===== src/rtl/cwb_pkg.sv =====
package cwb_pkg;
  localparam int unsigned PRE_W = 8;
  localparam int unsigned SRC_W = 4;

  localparam logic [3:0] OFS_CTRL = 4'h0;
  localparam logic [3:0] OFS_LO   = 4'h4;
  localparam logic [3:0] OFS_HI   = 4'h8;

  localparam logic [1:0]       MODE_HWSIG = 2'b11;
  localparam logic [SRC_W-1:0] SRC_PREV   = 4'h5;

  typedef struct packed {
    logic [PRE_W-1:0] pre;
    logic [SRC_W-1:0] src;
    logic [1:0]       mode;
    logic             en;
  } cnt_cfg_t;
endpackage


===== src/rtl/cwb_tick.sv =====
module cwb_tick #(
  parameter int unsigned PRE_W = 8
) (
  input  logic             clk,
  input  logic             rst_n,
  input  logic             clear,
  input  logic             run,
  input  logic [PRE_W-1:0] div,
  output logic             tick
);
  localparam logic [PRE_W-1:0] MIN_DIV = PRE_W'(2);

  logic [PRE_W-1:0] pc_q;
  logic [PRE_W-1:0] div_eff;

  assign div_eff = (div < MIN_DIV) ? MIN_DIV : div;
  assign tick    = run && (pc_q == div_eff - PRE_W'(1));

  always_ff @(posedge clk or negedge rst_n) begin
    if (!rst_n) begin
      pc_q <= '0;
    end else if (clear) begin
      pc_q <= '0;
    end else if (run) begin
      pc_q <= tick ? '0 : pc_q + PRE_W'(1);
    end
  end
endmodule


===== src/rtl/cwb_counter.sv =====
module cwb_counter
  import cwb_pkg::*;
#(
  parameter int unsigned DATA_W = 32
) (
  input  logic                clk,
  input  logic                rst_n,
  input  logic                ctrl_we,
  input  logic                lo_we,
  input  logic                hi_we,
  input  logic [DATA_W-1:0]   wdata,
  input  logic                trig_in,
  output cnt_cfg_t            cfg_o,
  output logic                active_o,
  output logic [2*DATA_W-1:0] count_o,
  output logic                endc_o
);
  localparam int unsigned CW = 2 * DATA_W;

  cnt_cfg_t        cfg_q;
  cnt_cfg_t        cfg_d;
  logic [CW-1:0]   reload_q;
  logic [CW-1:0]   count_q;
  logic            active_q;
  logic            endc;
  logic            trig_hit;
  logic            sw_start;
  logic            sw_stop;
  logic            restart;
  logic            tick;

  assign cfg_d.en   = wdata[0];
  assign cfg_d.mode = wdata[3:2];
  assign cfg_d.src  = wdata[4 +: SRC_W];
  assign cfg_d.pre  = wdata[8 +: PRE_W];

  assign endc     = active_q && (count_q == '0);
  assign trig_hit = cfg_q.en && (cfg_q.mode == MODE_HWSIG) &&
                    (cfg_q.src == SRC_PREV) && trig_in;
  assign sw_start = ctrl_we && cfg_d.en && !cfg_q.en && (cfg_d.mode != MODE_HWSIG);
  assign sw_stop  = ctrl_we && !cfg_d.en;
  assign restart  = !sw_stop && (sw_start || trig_hit);

  cwb_tick #(.PRE_W(PRE_W)) u_tick (
    .clk   (clk),
    .rst_n (rst_n),
    .clear (restart || sw_stop),
    .run   (active_q && !endc),
    .div   (cfg_q.pre),
    .tick  (tick)
  );

  always_ff @(posedge clk or negedge rst_n) begin
    if (!rst_n) begin
      cfg_q    <= '0;
      reload_q <= '0;
    end else begin
      if (ctrl_we) cfg_q <= cfg_d;
      if (lo_we)   reload_q[DATA_W-1:0]  <= wdata;
      if (hi_we)   reload_q[CW-1:DATA_W] <= wdata;
    end
  end

  always_ff @(posedge clk or negedge rst_n) begin
    if (!rst_n) begin
      active_q <= 1'b0;
      count_q  <= '0;
    end else if (sw_stop) begin
      active_q <= 1'b0;
    end else if (restart) begin
      active_q <= 1'b1;
      count_q  <= reload_q;
    end else if (endc) begin
      active_q <= 1'b0;
    end else if (active_q && tick) begin
      count_q <= count_q - CW'(1);
    end
  end

  assign cfg_o    = cfg_q;
  assign active_o = active_q;
  assign count_o  = count_q;
  assign endc_o   = endc;
endmodule


===== src/rtl/cwb_regif.sv =====
module cwb_regif
  import cwb_pkg::*;
#(
  parameter int unsigned NUM_CNT = 4,
  parameter int unsigned DATA_W  = 32,
  parameter int unsigned ADDR_W  = 8
) (
  input  logic                                clk,
  input  logic                                rst_n,
  input  logic                                wr_en,
  input  logic                                rd_en,
  input  logic [ADDR_W-1:0]                   addr,
  input  logic [NUM_CNT-1:0]                  wsel,
  input  logic [NUM_CNT-1:0][DATA_W-1:0]      ctrl_rd,
  input  logic [NUM_CNT-1:0][2*DATA_W-1:0]    count_rd,
  output logic [NUM_CNT-1:0]                  ctrl_we,
  output logic [NUM_CNT-1:0]                  lo_we,
  output logic [NUM_CNT-1:0]                  hi_we,
  output logic [NUM_CNT-1:0]                  sel,
  output logic [DATA_W-1:0]                   rdata
);
  localparam int unsigned IDX_W    = ADDR_W - 4;
  localparam int unsigned CW       = 2 * DATA_W;
  localparam logic [ADDR_W-1:0] SEL_ADDR = ADDR_W'(NUM_CNT * 16);

  logic [IDX_W-1:0]              idx;
  logic [3:0]                    ofs;
  logic                          in_bank;
  logic [NUM_CNT-1:0]            hit;
  logic [NUM_CNT-1:0][DATA_W-1:0] hold_q;
  logic [NUM_CNT-1:0]            sel_q;
  logic [DATA_W-1:0]             rd_mux;
  logic [DATA_W-1:0]             rdata_q;

  assign idx     = addr[ADDR_W-1:4];
  assign ofs     = addr[3:0];
  assign in_bank = addr < SEL_ADDR;

  for (genvar i = 0; i < NUM_CNT; i++) begin : g_dec
    assign hit[i]     = in_bank && (idx == IDX_W'(i));
    assign ctrl_we[i] = wr_en && hit[i] && (ofs == OFS_CTRL);
    assign lo_we[i]   = wr_en && hit[i] && (ofs == OFS_LO);
    assign hi_we[i]   = wr_en && hit[i] && (ofs == OFS_HI);

    always_ff @(posedge clk or negedge rst_n) begin
      if (!rst_n) begin
        hold_q[i] <= '0;
      end else if (rd_en && hit[i] && (ofs == OFS_LO)) begin
        hold_q[i] <= count_rd[i][CW-1:DATA_W];
      end
    end
  end

  always_comb begin
    rd_mux = '0;
    for (int i = 0; i < NUM_CNT; i++) begin
      if (hit[i]) begin
        case (ofs)
          OFS_CTRL: rd_mux = ctrl_rd[i];
          OFS_LO:   rd_mux = count_rd[i][DATA_W-1:0];
          OFS_HI:   rd_mux = hold_q[i];
          default:  rd_mux = '0;
        endcase
      end
    end
    if (addr == SEL_ADDR) rd_mux = {{(DATA_W-NUM_CNT){1'b0}}, sel_q};
  end

  always_ff @(posedge clk or negedge rst_n) begin
    if (!rst_n) begin
      sel_q   <= '0;
      rdata_q <= '0;
    end else begin
      if (wr_en && (addr == SEL_ADDR)) sel_q <= wsel;
      if (rd_en) rdata_q <= rd_mux;
    end
  end

  assign sel   = sel_q;
  assign rdata = rdata_q;
endmodule


===== src/rtl/chain_wdog_bank.sv =====
module chain_wdog_bank
  import cwb_pkg::*;
#(
  parameter int unsigned NUM_CNT = 4,
  parameter int unsigned DATA_W  = 32,
  parameter int unsigned ADDR_W  = 8
) (
  input  logic              clk,
  input  logic              rst_n,
  input  logic              wr_en,
  input  logic              rd_en,
  input  logic [ADDR_W-1:0] addr,
  input  logic [DATA_W-1:0] wdata,
  output logic [DATA_W-1:0] rdata,
  output logic              wdog_rst_req
);
  localparam int unsigned CW     = 2 * DATA_W;
  localparam int unsigned CTRL_W = PRE_W + SRC_W + 4;

  cnt_cfg_t [NUM_CNT-1:0]         cfg_v;
  logic [NUM_CNT-1:0]             active_v;
  logic [NUM_CNT-1:0]             endc_v;
  logic [NUM_CNT-1:0]             en_v;
  logic [NUM_CNT-1:0]             trig_v;
  logic [NUM_CNT-1:0][CW-1:0]     count_v;
  logic [NUM_CNT-1:0][DATA_W-1:0] ctrl_rd;
  logic [NUM_CNT-1:0]             ctrl_we;
  logic [NUM_CNT-1:0]             lo_we;
  logic [NUM_CNT-1:0]             hi_we;
  logic [NUM_CNT-1:0]             sel_v;
  logic                           rst_req_q;

  cwb_regif #(.NUM_CNT(NUM_CNT), .DATA_W(DATA_W), .ADDR_W(ADDR_W)) u_regif (
    .clk      (clk),
    .rst_n    (rst_n),
    .wr_en    (wr_en),
    .rd_en    (rd_en),
    .addr     (addr),
    .wsel     (wdata[NUM_CNT-1:0]),
    .ctrl_rd  (ctrl_rd),
    .count_rd (count_v),
    .ctrl_we  (ctrl_we),
    .lo_we    (lo_we),
    .hi_we    (hi_we),
    .sel      (sel_v),
    .rdata    (rdata)
  );

  for (genvar i = 0; i < NUM_CNT; i++) begin : g_cnt
    if (i == 0) begin : g_first
      assign trig_v[i] = 1'b0;
    end else begin : g_chain
      assign trig_v[i] = endc_v[i-1];
    end

    cwb_counter #(.DATA_W(DATA_W)) u_cnt (
      .clk      (clk),
      .rst_n    (rst_n),
      .ctrl_we  (ctrl_we[i]),
      .lo_we    (lo_we[i]),
      .hi_we    (hi_we[i]),
      .wdata    (wdata),
      .trig_in  (trig_v[i]),
      .cfg_o    (cfg_v[i]),
      .active_o (active_v[i]),
      .count_o  (count_v[i]),
      .endc_o   (endc_v[i])
    );

    assign en_v[i]    = cfg_v[i].en;
    assign ctrl_rd[i] = {{(DATA_W-CTRL_W){1'b0}}, cfg_v[i].pre, cfg_v[i].src,
                         cfg_v[i].mode, active_v[i], cfg_v[i].en};
  end

  always_ff @(posedge clk or negedge rst_n) begin
    if (!rst_n) rst_req_q <= 1'b0;
    else        rst_req_q <= |(endc_v & sel_v);
  end

  assign wdog_rst_req = rst_req_q;
endmodule


===== config.mk =====
export PLATFORM = sky130hd
export DESIGN_NAME = chain_wdog_bank
export DESIGN_NICKNAME = d
export VERILOG_FILES = /design/src/rtl/cwb_pkg.sv /design/src/rtl/cwb_tick.sv /design/src/rtl/cwb_counter.sv /design/src/rtl/cwb_regif.sv /design/src/rtl/chain_wdog_bank.sv
export SDC_FILE = /design/constraint.sdc
export NUM_CORES = 2
export LEC_CHECK = 0
export ABC_AREA = 1
export BUFFER_PORTS_ARGS = -buffer_cell sky130_fd_sc_hd__buf_2
export CAP_MARGIN = 25
export CORE_MARGIN = 2
export CORE_UTILIZATION = 51
export DETAILED_ROUTE_END_ITERATION = 10
export PLACE_DENSITY = 0.78
export SLEW_MARGIN = 20
export SYNTH_ARGS = -nofsm -noshare
export SYNTH_HDL_FRONTEND = slang
export SYNTH_SLANG_ARGS = --single-unit

===== constraint.sdc =====
create_clock -name clk -period 2.8 [get_ports clk]
set_input_delay 0.28 -clock clk [delete_from_list [all_inputs] [get_ports clk]]
set_output_delay 0.28 -clock clk [all_outputs]
set_load 0.05 [all_outputs]

# Yosys cells after proc, flatten, opt, wreduce, memory -nomap -nowiden
# Cells that the tools add are included.
# word_totals
inputBits	44
register_bits	773
wordCells	252
output_inout_bits	33
# op_classes
n_eq_ne	21
addsub	12
order_cmp	5
n_bitwise	5
n_mux	49
reduce_logical	117
# op_table
op	n
64-bit two-way mux	12
32-bit one-hot mux with 3 select lines	4
64-bit zero test	4
64-bit by 1-bit subtractor with 64-bit output, second input constant	4
32-bit two-way mux	5
8-bit two-way mux	16
1-bit logical AND	74
8-bit by 1-bit adder with 8-bit output, second input constant	4
8-bit == test	4
8-bit by 2-bit < comparator with 1-bit output, second input constant	4
8-bit by 1-bit subtractor with 8-bit output, second input constant	4
4-bit by 3-bit == test with 1-bit output, second input constant	4
2-bit nonzero test	8
1-bit zero test	13
1-bit two-way mux	12
3-bit AND reduction	4
3-bit nonzero test	4
2-bit != test, second input constant	5
4-bit by 2-bit == test with 1-bit output, second input constant	2
8-bit by 7-bit == test with 1-bit output, second input constant	1
4-bit zero test	2
8-bit by 7-bit < comparator with 1-bit output, second input constant	1
1-bit logical OR	7
2-bit == test, second input constant	3
other kinds (5)	8

# Logic depth before layout (Yosys ltp)
# depth
depth_word	11
depth_mapped	20
depth_no_buf	20

# Modules after synthesis
# From an unflattened synthesis, not the netlist that was laid out.
# hier_totals
hier_cells	6340
area_unflattened_um2	45907.8
# modules_own_cells
mod	instances	area_per_inst_um2	cells_per_inst	seq_area_each_um2
cwb_counter (g_cnt[0].u_cnt ...)	3	8065.2	1078	3603.5
cwb_regif	1	10116.0	1447	4103.9
cwb_counter (g_cnt[3].u_cnt)	1	8050.2	1076	3603.5
cwb_tick	4	870.8	143	200.2
chain_wdog_bank	1	62.6	11	25.0

# Least setup slack after synthesis
# No wires, ideal clock.
# synth_path
kind	reg2reg
startpoint	register g_cnt[2].u_cnt.cfg_q, in the netlist g_cnt[2].u_cnt.cfg_o[10]
endpoint	register g_cnt[2].u_cnt.count_q[35]
stages_incl_launch_ff	21
path_slack_ps	319
t_arrival_ps	2363
path_cell_list	dfrtp_1 -> nor2_1 -> nand2_1 -> inv_1 -> nand2_1 -> nand2_1 -> ha_1 -> nand2_1 -> o21ai_0 -> nand2_1 -> nand2_1 -> nand2_1 -> nor2_1 -> nand2_1 -> nor2_1 -> nand2_1 -> nor2_2 -> buf_2 -> nand3_1 -> nand2_1 -> nor2_1
# synth_via
elab_chain_len	8
# synth_lines
element	line	text
start, declared	cwb_counter.sv:20	cnt_cfg_t cfg_q;
start signal, assigned	cwb_counter.sv:58	if (ctrl_we) cfg_q <= cfg_d;
8-bit by 2-bit < comparator with 1-bit output	cwb_tick.sv:16	assign div_eff = (div < MIN_DIV) ? MIN_DIV : div;
8-bit two-way mux *	cwb_tick.sv:16	
8-bit by 1-bit subtractor with 8-bit output *	cwb_tick.sv:17	assign tick = run && (pc_q == div_eff - PRE_W'(1));
8-bit == test *	cwb_tick.sv:17	
1-bit logical AND *	cwb_tick.sv:17	
1-bit logical AND *	cwb_counter.sv:75	end else if (active_q && tick) begin
2-bit nonzero test (no source line) *	--	
3-bit AND reduction (no source line) *	--	
end signal, assigned	cwb_counter.sv:72	count_q <= reload_q;
end signal, assigned	cwb_counter.sv:76	count_q <= count_q - CW'(1);
end, declared	cwb_counter.sv:23	logic [CW-1:0] count_q;
# Every way passes the cells marked *; elsewhere a longest branch is shown, timed or not.
# A chain may end at the register's enable or synchronous reset.

# Worst setup path in the final report
# layout_path
startpoint	register g_cnt[2].u_cnt.count_q[3]
endpoint	register g_cnt[3].u_cnt.count_q[6]
# layout_via
elab_chain_len	7
elab_cells_between_ends	9
cone_classes	1 x eq/ne; 1 x mux; 7 x reduce/logical
# layout_lines
element	line	text
64-bit zero test *	cwb_counter.sv:37	assign endc = active_q && (count_q == '0);
1-bit logical AND *	cwb_counter.sv:37	
1-bit logical AND *	cwb_counter.sv:39	(cfg_q.src == SRC_PREV) && trig_in;
1-bit logical OR *	cwb_counter.sv:42	assign restart = !sw_stop && (sw_start || trig_hit);
1-bit logical AND *	cwb_counter.sv:42	
2-bit != test (no source line) / 2-bit nonzero test (equally long branches)	--	
3-bit AND reduction (no source line)	--	
end signal, assigned	cwb_counter.sv:72	
end signal, assigned	cwb_counter.sv:76	
end, declared	cwb_counter.sv:23	
# Marks and branches as above.

==> flow_summary.json <==
{
  "drt-met1-wl_um": 73800,
  "final.setup.tns_ps": 0,
  "cp-startpoint": "g_cnt[2].u_cnt.count_o[3]",
  "routed-wl-met2_um": 79300,
  "synth_top_cell_by_area": "dfrtp_1",
  "r2r_cells": 16,
  "numCtsBuffers": 88,
  "clock_path_buffers": 3,
  "critical_path.endpoint_type": "register",
  "drtAntennaViolNets": 0,
  "ir_drop_uv": 869,
  "met3WireLength_um": 24200,
  "finalCritPeriodShare": 0.993,
  "ys.warnings.count": 0,
  "die_area_um2": 90400,
  "coreArea_um2": 87000,
  "synth_area_leaders": "dfrtp_1 43%, nand2_1 18%, o21ai_0 7.2%",
  "die_x_um": 301,
  "grt_pass1_wl_um": 275000,
  "dr.max_layer_used": "met5",
  "worstReg2RegEnd": "g_cnt[3].u_cnt.count_o[6]",
  "critPathLaunchType": "register",
  "finClkSkew_ps": 31.1,
  "cts_max_level": 3,
  "synth_area_per_cell_um2": 6.99,
  "critPathSlowestCell": "dfrtp_1",
  "finalInstanceArea_um2": 53400,
  "start_util": 0.516,
  "regToRegSetupSlack_ps": 20,
  "path_clk_slew_ps": 60,
  "drt_wl_total_um": 189000,
  "cts_tree": "done",
  "drt-pass1-iter-count": 7,
  "status": "completed",
  "holdWs_ps": 27.7,
  "dpl.hpwl_um": 136000,
  "dp.cells": 7796,
  "nFillCells": 8008,
  "power_density_nw_per_um2": 653,
  "fp.dieH_um": 301,
  "worstPathRequired_ps": 3360,
  "grt_overflow": 0,
  "finalHoldViolations": 0,
  "clk_latency_ps": 690,
  "slew_headroom": 0.371,
  "dpl_cell_area_um2": 49300,
  "cts_root_buf": "clkbuf_16",
  "endpoint": "g_cnt[3].u_cnt.count_o[6]",
  "synth_seq_cells": 773,
  "first_global_vias": 43600,
  "synth_seq_area_share": 0.431,
  "multiInputGateArea_um2": 22000,
  "antenna_found_initial": 15,
  "dr.first_iter.drc_count": 6342,
  "worst_ep_arrival_time_ps": 3340,
  "syn_inst": 6420,
  "grt.total_usage": 0.408,
  "port_buffers": 76,
  "leakage_nw": 26.8,
  "final-instance-count-excl-fill": 7995,
  "slew_violations": 0,
  "rows": 108,
  "drive_gt1_frac": 0.124,
  "post_drt_wl_per_cell_um": 23.6,
  "path_max_fanout": 6,
  "async_flop_share": 1.00,
  "register_area_um2": 19300,
  "synth_top_flop_cell": "dfrtp_1",
  "final_util": 0.613,
  "drc": 0,
  "worstMarginPinSlew_ps": 944,
  "gp_congestion": 1.03,
  "path_cells": "nor2_1, nand2_2, nor2_4, nand2_2, nor2_2, buf_4, nand4_1, nand2_2, buf_4, clkbuf_16, buf_4, nand3_1, nand2_1, nand3_1, nand2_1, inv_1",
  "hold_path_class": "input port to register",
  "clock_sinks": 773,
  "synth-edff-count": 0,
  "area_delta_synth_final_pct": 18.9,
  "whs_path_depth": 3,
  "worstReg2RegStart": "g_cnt[2].u_cnt.count_o[3]",
  "netlist_area_um2": 44900,
  "critical_path.max_stage_delay_ps": 390,
  "num_vias": 47000,
  "via_per_inst": 5.88,
  "nNetsFinal": 6820,
  "clock.fmax_mhz": 360,
  "ios": 77,
  "syn_nets": 6476,
  "synth_cell_type_count": 51,
  "fin_crit_ps": 2780,
  "drv_cap": 0,
  "setup_violations": 0,
  "critical_path_class": "register to register",
  "synth_top_area_frac": 0.431,
  "grt_start_max_net_pins": 95
}
cell usage after synthesis, drive strengths merged, types with 5 or more instances:
cell type  number
nand2        2121
dfrtp         773
nor2          711
inv           678
o21ai         651
nand3         543
xor2          194
clkbuf        161
buf           131
a21oi          90
nor3           78
nand4          64
xnor2          42
a31oi          36
a221oi         21
o2111ai        18
o22ai          16
nand3b         13
ha             12
o211ai         11
o221ai         11
mux2            7
a22o            6
nor4            6
a32o            5
and3            5
cells in the final DEF, fill, tap and decap left out, drive strengths merged, types with 7 or more instances in the layout:
master / instances
ha: 12
nand2: 2121
dfrtp: 773
o211ai: 11
a31oi: 36
o22ai: 16
clkinv: 21
clkinvlp: 9
clkbuf: 129
nand4: 64
mux2: 7
nand3b: 13
diode: 7
o2111ai: 18
nor3: 78
xor2: 194
inv: 680
o221ai: 11
a221oi: 21
nand3: 543
bufinv: 14
buf: 530
xnor2: 42
o21ai: 651
a21oi: 90
nor2: 711
layer usage:
metal | GRT usage | vias to the layer above
li1 | - | 21100
met1 | 0.557 | 22400
met2 | 0.590 | 2908
met3 | 0.112 | 589
met4 | 0.215 | 14
met5 | 0 | -
per-stage QoR:
step / power [mW] / worst slack [ps]
detailed placement: 21.8 / -92.7
finish: 34.8 / 20.9
floorplan: 18.1 / 319
CTS: 34.5 / 15.1
global placement: 21.6 / 88.8
global route: 36.2 / -60.2
critical path, delay by kind of cell (launching register included):
| family | cells | cell delay [ps] |
|---|---|---|
| flops | 1 | 390 |
| buf+inv | 5 | 590 |
| simple gates | 11 | 1670 |
what timing repair did:
action,4_1_cts,5_1_grt
setup endpoints to repair,76,268
hold endpoints to repair,60,0
pin swaps,0,24
cloned,0,16
setup buffers,0,14
gates resized for setup,8,103
hold buffers,3,0
flip-flops by register name (all words and copies together), names as in the netlist:
register and cells:
g_cnt.u_cnt.active_o 4, g_cnt.u_cnt.u_tick.pc_q 32, u_regif.hold_q 128, g_cnt.u_cnt.cfg_o 60
u_regif.rdata 32, g_cnt.u_cnt.reload_q 256, u_regif.sel 4, wdog_rst_req 1
g_cnt.u_cnt.count_o 256
area by class of cell:
class	instances	area share
multi-input combinational	4674	0.412
sequential	773	0.363
timing repair buffer	546	0.0906
inverter	681	0.0481
clock buffer	116	0.0473
tap	1155	0.0271
clock inverter	43	0.0115
antenna	7	0.000328
worst min path at each step:
| stage | end | start | slack (ps) |
|---|---|---|---|
| 2_1_floorplan | g_cnt[0].u_cnt.active_o | rst_n | -20 |
| 3_3_place_gp | g_cnt[0].u_cnt.reload_q[42] | rst_n | 260 |
| 3_5_place_dp | g_cnt[0].u_cnt.count_o[44] | rst_n | 270 |
| 4_1_cts | g_cnt[3].u_cnt.reload_q[31] | wdata[31] | 7 |
| 5_1_grt | g_cnt[1].u_cnt.reload_q[31] | wdata[31] | 20 |
| 6_report | g_cnt[1].u_cnt.reload_q[33] | wdata[1] | 30 |
power breakdown:
part           internal [mW]  leakage (nW)  switching (mW)
Sequential              12.4          8.83            1.03
Clock                   7.63          1.52            5.15
Combinational           3.20          16.5            5.41
Total                   23.3          26.8            11.6
kinds of logic (layout without fill, tap and decap cells):
| group | Yosys count | in the layout | synth area share |
|---|---|---|---|
| compound gates | 874 | 874 | 0.106 |
| xor+xnor | 236 | 236 | 0.0461 |
| fa+ha+maj | 12 | 12 | 0.00335 |
| buf+inv | 973 | 1386 | 0.0879 |
| flops | 773 | 773 | 0.431 |
| mux | 7 | 7 | 0.00176 |
| other cells | 0 | 7 | 0 |
| simple gates | 3545 | 3545 | 0.324 |
Note: power is estimated with default switching activity, not from simulation.
